File: config.mk
export PLATFORM = sky130hd
export DESIGN_NAME = dual_hiccup_seq
export DESIGN_NICKNAME = d
export VERILOG_FILES = /design/src/rtl/hseq_pkg.sv /design/src/rtl/hseq_sync2.sv /design/src/rtl/hseq_holdoff.sv /design/src/rtl/hseq_glitch_filt.sv /design/src/rtl/hseq_channel.sv /design/src/rtl/dual_hiccup_seq.sv
export SDC_FILE = /design/constraint.sdc
export NUM_CORES = 1
export LEC_CHECK = 0
export BUFFER_PORTS_ARGS = -buffer_cell sky130_fd_sc_hd__buf_2
export CORE_MARGIN = 2
export CORE_UTILIZATION = 50
export DETAILED_ROUTE_END_ITERATION = 10
export MAX_ROUTING_LAYER = met4
export PLACE_DENSITY_LB_ADDON = 0.15
export SLEW_MARGIN = 40
export SYNTH_ARGS = -nofsm -noshare
export SYNTH_HDL_FRONTEND = slang
export SYNTH_SLANG_ARGS = --single-unit
File: constraint.sdc
create_clock -name clk -period 6.8 [get_ports clk]
set_clock_uncertainty 0.2 [all_clocks]
set_input_delay 0.68 -clock clk [delete_from_list [all_inputs] [get_ports clk]]
set_output_delay 0.68 -clock clk [all_outputs]
set_load 0.02 [all_outputs]
File: src/rtl/hseq_pkg.sv
package hseq_pkg;

  typedef enum logic [1:0] {
    CH_OFF  = 2'd0,
    CH_RUN  = 2'd1,
    CH_HOFF = 2'd2,
    CH_HON  = 2'd3
  } ch_state_t;

  function automatic int unsigned max_u(input int unsigned a, input int unsigned b);
    return (a > b) ? a : b;
  endfunction

endpackage

File: src/rtl/hseq_sync2.sv
module hseq_sync2 #(
  parameter int unsigned WIDTH = 1
) (
  input  logic             clk,
  input  logic             rst_n,
  input  logic [WIDTH-1:0] d_async,
  output logic [WIDTH-1:0] q_sync
);

  logic [WIDTH-1:0] stage1_q;
  logic [WIDTH-1:0] stage2_q;

  always_ff @(posedge clk or negedge rst_n) begin
    if (!rst_n) begin
      stage1_q <= '0;
      stage2_q <= '0;
    end else begin
      stage1_q <= d_async;
      stage2_q <= stage1_q;
    end
  end

  assign q_sync = stage2_q;

endmodule

File: src/rtl/hseq_holdoff.sv
module hseq_holdoff #(
  parameter int unsigned NCH         = 2,
  parameter int unsigned HOLD_CYCLES = 3_000_000
) (
  input  logic           clk,
  input  logic           rst_n,
  input  logic           pgood_s,
  input  logic [NCH-1:0] chan_on_s,
  output logic           hold_act
);

  localparam int unsigned HW = $clog2(HOLD_CYCLES + 1);

  logic [HW-1:0]  cnt_q, cnt_d;
  logic [NCH-1:0] chan_on_q;
  logic           restart;
  logic           cnt_en;

  assign restart = |(chan_on_s & ~chan_on_q);

  always_comb begin
    cnt_d  = cnt_q;
    cnt_en = 1'b0;
    if (!pgood_s || restart) begin
      cnt_d  = HW'(HOLD_CYCLES);
      cnt_en = 1'b1;
    end else if (cnt_q != '0) begin
      cnt_d  = cnt_q - HW'(1);
      cnt_en = 1'b1;
    end
  end

  always_ff @(posedge clk or negedge rst_n) begin
    if (!rst_n) begin
      cnt_q     <= HW'(HOLD_CYCLES);
      chan_on_q <= '0;
    end else begin
      chan_on_q <= chan_on_s;
      if (cnt_en) cnt_q <= cnt_d;
    end
  end

  assign hold_act = (cnt_q != '0);


  holdoff_reload_chk: assert property (@(posedge clk) disable iff (!rst_n)
    restart |=> (cnt_q == HW'(HOLD_CYCLES)));


  holdoff_countdown_chk: assert property (@(posedge clk) disable iff (!rst_n)
    (pgood_s && !restart && cnt_q != '0) |=> (cnt_q == $past(cnt_q) - HW'(1)));

endmodule

File: src/rtl/hseq_glitch_filt.sv
module hseq_glitch_filt #(
  parameter int unsigned FILT_CYCLES = 100
) (
  input  logic clk,
  input  logic rst_n,
  input  logic uv_raw,
  output logic uv_flt
);

  localparam int unsigned FW = $clog2(FILT_CYCLES + 1);

  logic [FW-1:0] run_q, run_d;
  logic          sat;

  assign sat = (run_q == FW'(FILT_CYCLES));

  always_comb begin
    if (!uv_raw)  run_d = '0;
    else if (sat) run_d = run_q;
    else          run_d = run_q + FW'(1);
  end

  always_ff @(posedge clk or negedge rst_n) begin
    if (!rst_n) run_q <= '0;
    else        run_q <= run_d;
  end

  assign uv_flt = sat;


  filt_drop_chk: assert property (@(posedge clk) disable iff (!rst_n)
    !uv_raw |=> !uv_flt);


  filt_rise_chk: assert property (@(posedge clk) disable iff (!rst_n)
    $rose(uv_flt) |-> $past(uv_raw));

endmodule

File: src/rtl/hseq_channel.sv
module hseq_channel
  import hseq_pkg::*;
#(
  parameter int unsigned ON_CYCLES  = 50_000,
  parameter int unsigned OFF_CYCLES = 2_000_000
) (
  input  logic clk,
  input  logic rst_n,
  input  logic ch_clr,
  input  logic ena,
  input  logic hold_act,
  input  logic uv_flt,
  output logic drv_en,
  output logic in_hic
);

  localparam int unsigned TMAX = max_u(max_u(ON_CYCLES, OFF_CYCLES), 2);
  localparam int unsigned TW   = $clog2(TMAX);

  ch_state_t     st_q, st_d;
  logic [TW-1:0] tmr_q, tmr_d;
  logic          good_q, good_d;
  logic          tmr_zero;

  assign tmr_zero = (tmr_q == '0);

  always_comb begin
    st_d   = st_q;
    tmr_d  = tmr_q;
    good_d = good_q;
    if (!ena || ch_clr) begin
      st_d   = CH_OFF;
      tmr_d  = '0;
      good_d = 1'b0;
    end else begin
      case (st_q)
        CH_OFF: st_d = CH_RUN;
        CH_RUN: begin
          if (!hold_act && uv_flt) begin
            st_d  = CH_HOFF;
            tmr_d = TW'(OFF_CYCLES - 1);
          end
        end
        CH_HOFF: begin
          if (tmr_zero) begin
            st_d   = CH_HON;
            tmr_d  = TW'(ON_CYCLES - 1);
            good_d = 1'b0;
          end else begin
            tmr_d = tmr_q - TW'(1);
          end
        end
        CH_HON: begin
          good_d = good_q | !uv_flt;
          if (tmr_zero) begin
            if (good_d) begin
              st_d = CH_RUN;
            end else begin
              st_d  = CH_HOFF;
              tmr_d = TW'(OFF_CYCLES - 1);
            end
          end else begin
            tmr_d = tmr_q - TW'(1);
          end
        end
        default: st_d = CH_OFF;
      endcase
    end
  end

  always_ff @(posedge clk or negedge rst_n) begin
    if (!rst_n) begin
      st_q   <= CH_OFF;
      tmr_q  <= '0;
      good_q <= 1'b0;
    end else begin
      st_q   <= st_d;
      tmr_q  <= tmr_d;
      good_q <= good_d;
    end
  end

  assign drv_en = ena && (st_q == CH_RUN || st_q == CH_HON);
  assign in_hic = (st_q == CH_HOFF || st_q == CH_HON);


  shut_forces_off_chk: assert property (@(posedge clk) disable iff (!rst_n)
    !ena |=> (st_q == CH_OFF));


  no_entry_in_holdoff_chk: assert property (@(posedge clk) disable iff (!rst_n)
    (st_q == CH_RUN && hold_act && ena && !ch_clr) |=> (st_q == CH_RUN));


  on_after_full_off_chk: assert property (@(posedge clk) disable iff (!rst_n)
    (st_q == CH_HON && $past(st_q) == CH_HOFF) |-> ($past(tmr_q) == '0));


  stay_if_never_good_chk: assert property (@(posedge clk) disable iff (!rst_n)
    (st_q == CH_HON && tmr_zero && !good_q && uv_flt && ena && !ch_clr) |=> (st_q == CH_HOFF));


  clear_to_off_chk: assert property (@(posedge clk) disable iff (!rst_n)
    ch_clr |=> (st_q == CH_OFF));

endmodule

File: src/rtl/dual_hiccup_seq.sv
module dual_hiccup_seq #(
  parameter int unsigned NCH         = 2,
  parameter int unsigned HOLD_CYCLES = 3_000_000,
  parameter int unsigned ON_CYCLES   = 50_000,
  parameter int unsigned OFF_CYCLES  = 2_000_000,
  parameter int unsigned FILT_CYCLES = 100
) (
  input  logic           clk,
  input  logic           rst_n,
  input  logic           por_ok,
  input  logic [NCH-1:0] shdn_n,
  input  logic [NCH-1:0] uv_flag,
  input  logic [NCH-1:0] ch_rst,
  output logic [NCH-1:0] drv_en,
  output logic [NCH-1:0] hiccup
);

  logic [1:0]     rst_pipe;
  logic           rst_int_n;
  logic [NCH:0]   async_s;
  logic           pgood_s;
  logic [NCH-1:0] shdn_s;
  logic [NCH-1:0] ena;
  logic           hold_act;

  always_ff @(posedge clk or negedge rst_n) begin
    if (!rst_n) rst_pipe <= 2'b00;
    else        rst_pipe <= {rst_pipe[0], 1'b1};
  end
  assign rst_int_n = rst_pipe[1];

  hseq_sync2 #(.WIDTH(NCH + 1)) u_sync (
    .clk     (clk),
    .rst_n   (rst_int_n),
    .d_async ({shdn_n, por_ok}),
    .q_sync  (async_s)
  );

  assign pgood_s = async_s[0];
  assign shdn_s  = async_s[NCH:1];
  assign ena     = shdn_s & {NCH{pgood_s}};

  hseq_holdoff #(.NCH(NCH), .HOLD_CYCLES(HOLD_CYCLES)) u_holdoff (
    .clk       (clk),
    .rst_n     (rst_int_n),
    .pgood_s   (pgood_s),
    .chan_on_s (shdn_s),
    .hold_act  (hold_act)
  );

  for (genvar gi = 0; gi < NCH; gi++) begin : g_ch
    logic uv_flt;

    hseq_glitch_filt #(.FILT_CYCLES(FILT_CYCLES)) u_filt (
      .clk    (clk),
      .rst_n  (rst_int_n),
      .uv_raw (uv_flag[gi]),
      .uv_flt (uv_flt)
    );

    hseq_channel #(.ON_CYCLES(ON_CYCLES), .OFF_CYCLES(OFF_CYCLES)) u_chan (
      .clk      (clk),
      .rst_n    (rst_int_n),
      .ch_clr   (ch_rst[gi]),
      .ena      (ena[gi]),
      .hold_act (hold_act),
      .uv_flt   (uv_flt),
      .drv_en   (drv_en[gi]),
      .in_hic   (hiccup[gi])
    );
  end


  pgood_low_idle_chk: assert property (@(posedge clk) disable iff (!rst_int_n)
    !pgood_s |=> (hiccup == '0));


  reset_outputs_chk: assert property (@(posedge clk)
    !rst_int_n |-> (drv_en == '0 && hiccup == '0));

endmodule

==> run metrics <==
Root Buffer=clkbuf_8; Placed Instances=688; Synth Register Bits=94; Gate power share=21.8%; clk_lat worst skew=370 ps; sequential-to-total area share from yosys stat=45.97%; Nets=583; crit path max fanout=11; Req. time, crit path=6820 ps; DR WL/cell=16.35 um; die height=105.4 um; RSZ-0062 raised after global routing=false; drt drc=0; Slew @ Worst Pin=776.1 ps; Synth top area share=40.87%; syn nets=583; Core Region=10140 um2; Pwr Density=235.6 nW/um2; 1st-iter DRT viols=263; initial antenna violation count=0; total number of yosys warnings=0; post-route non-filler standard cell count=705; Die X=105.4 um; pre-CTS WS=3850 ps; largest net degree at the start of global routing=69; sequential share of power=48.1%; first-pass GRT wire length=19430 um; Worst-path clk slew=90 ps; Final Core Density=54.13%; Post-CTS Setup Inserts=0; Tightest Hold Check Type=register to async pin; relative max-transition margin=47.91%; CP startpoint kind=register; outcome=finished, final reports clean; final hold vios=0; Area Growth Syn to Fin=6.689%; Max-cap violations=0; Antenna Cells=0; Num CTS Buffers=9; number of flops mapped to enable cells by yosys=0; Syn Area/Cell=9.120 um2; Final Slew Violations=0; # fillers=922; layout cells sized above 1=10.72%; routed vias=4163; Max clock buf depth=2; DPL Wire Length=7947 um; fin crit period=2987 ps; GRT Total Usage=22.55%; Buffers on Ports=12; IO Pins=13; leak pwr=2.322 nW; WS Path Type=register to register; final critical-path share of the clock period=43.93%; commonest cells in the synthesized netlist=dfrtp_1 (84), nor2_1 (68), o21ai_0 (41); Most used DFF post-synth=dfrtp_1; Synth async-reset ratio=100.0%; via/cell ratio=5.905; Worst Hold Slack=20.64 ps; number of global-route vias before repair=3932; CTS tree=built; Worst VDD drop=0.0001002 V; final setup TNS=0 ps; GPL Wtd Cong=0.8946; Post-Route WL=11530 um; Post-Synthesis Cells=564; Placement Rows=37; Setup WS post-layout=3813 ps; switching share of power=31.60%; Pre-antenna DRT Iters=6; Cell variety after synth=66; depth of the CTS H-tree=3; Initial Util=50.73%; Final ANT Viol Nets=0; Pint=884.3 uW; Peak Freq=334.7 MHz; Congestion Overflow GR=0; top post-synthesis cells by area=dfrtp_1 (41%), dfstp_2 (5.1%), nor2_1 (5.0%), o21ai_0 (4.0%), a21oi_1 (3.5%); most frequent cell after synthesis=dfrtp_1; area leader, netlist=dfrtp_1; setup violators final=0; NetSw=408.6 uW; Worst Setup End Kind=register; # clock sinks=94; die area=11110 um2; clock network power share=30.0%; crit path DAT=3010 ps; Mapped Area=5144 um2
[cells in the final DEF (no fill, tap or decap), types with 3 or more instances in the layout]
master	count
xnor2_1	16
a31oi_1	5
nor3_1	28
inv_1	16
a21boi_0	5
o31ai_1	9
nor2_1	68
clkbuf_8	11
o21ai_0	41
or2_2	9
nand2b_1	8
and3_1	5
nor2b_1	5
nor4_1	15
o21ai_1	3
buf_2	12
and2_1	5
o22ai_1	4
a21o_1	3
or3_1	13
o21bai_1	3
nand3_1	23
dfstp_2	10
dfrtp_1	83
a21oi_1	36
or4_1	9
nand2_1	36
nand4b_1	6
ha_1	10
a311oi_1	13
xor2_1	10
[area by class of cell]
cell class	instances	area, um2	share of cell area (%)
multi-input combinational	429	2605	47.47
sequential	94	2369	43.16
tap	136	170.2	3.101
clock buffer	13	158.9	2.896
timing repair buffer	14	81.33	1.482
inverter	16	60.06	1.094
clock inverter	3	43.79	0.7980
[final timing paths]
| check | slack, ps | start | endpoint | depth (start not counted) |
|---|---|---|---|---|
| worst max-delay path | 3810 | g_ch[0].u_chan.tmr_q[6] | g_ch[0].u_chan.tmr_q[4] | 6 |
| worst min-delay path | 20 | rst_pipe[1] | g_ch[0].u_filt.run_q[3] | 0 |
| worst max register to register | 3810 | g_ch[0].u_chan.tmr_q[6] | g_ch[0].u_chan.tmr_q[4] | 6 |
| worst min register to register | 20 | rst_pipe[1] | g_ch[0].u_filt.run_q[3] | 0 |
| max in group asynchronous | 5460 | rst_pipe[1] | g_ch[0].u_chan.tmr_q[17] | 1 |
| min in group clk | 150 | u_sync.stage1_q[0] | u_sync.q_sync[0] | 0 |
[critical path, stage by stage (launching register included)]
cell     delay [ps]
dfrtp_1         420
or4_1           630
or3_1           490
or3_4           470
o22ai_2         400
a211o_1         160
a21oi_1          50
[metal layers]
layer	vias to the layer above	track usage, %	wire [um]
li1	2046	-	-
met1	2027	30.34	5532
met2	76	35.35	5441
met3	14	3.711	392
met4	0	6.667	163
met5	-	-	0
[sequential cells by signal, indices dropped and copies added, names as in the netlist]
register             flops
g_ch.u_chan.good_q       2
g_ch.u_chan.st_q         4
g_ch.u_chan.tmr_q       42
g_ch.u_filt.run_q       14
rst_pipe                 2
u_holdoff.chan_on_q      2
u_holdoff.cnt_q         22
u_sync.q_sync            3
u_sync.stage1_q          3
[repair_timing]
item | 4_1_cts | 5_1_grt
hold buffers | 1 | 0
hold endpoints to repair | 2 | 0
gates resized for setup | 0 | 0
[cell families (layout without fill, tap and decap cells)]
group | Yosys count | count (layout) | synth area share [%]
buf+inv | 41 | 46 | 3.600
other cells | 1 | 1 | 0.07290
simple gates | 248 | 248 | 24.96
mux | 2 | 2 | 0.3892
xor+xnor | 26 | 26 | 4.427
fa+ha+maj | 10 | 10 | 2.432
flops | 94 | 94 | 45.97
compound gates | 142 | 142 | 18.15
[stage by stage]
step                      power (mW)  instance area, um2
final                          1.293                5488
after global placement        0.9014                5260
after CTS                      1.296                5482
after floorplan               0.8484                5144
after global routing           1.364                5488
after detailed placement      0.9078                5269
[power groups by stage]
stage	clock, mW	combinational [mW]	sequential, mW
5_1_grt	0.418	0.319	0.627
6_report	0.388	0.282	0.622
2_1_floorplan	0	0.223	0.626
3_3_place_gp	0	0.271	0.631
4_1_cts	0.398	0.277	0.621
3_5_place_dp	0	0.276	0.632
Power figures use the tool's default switching activity.
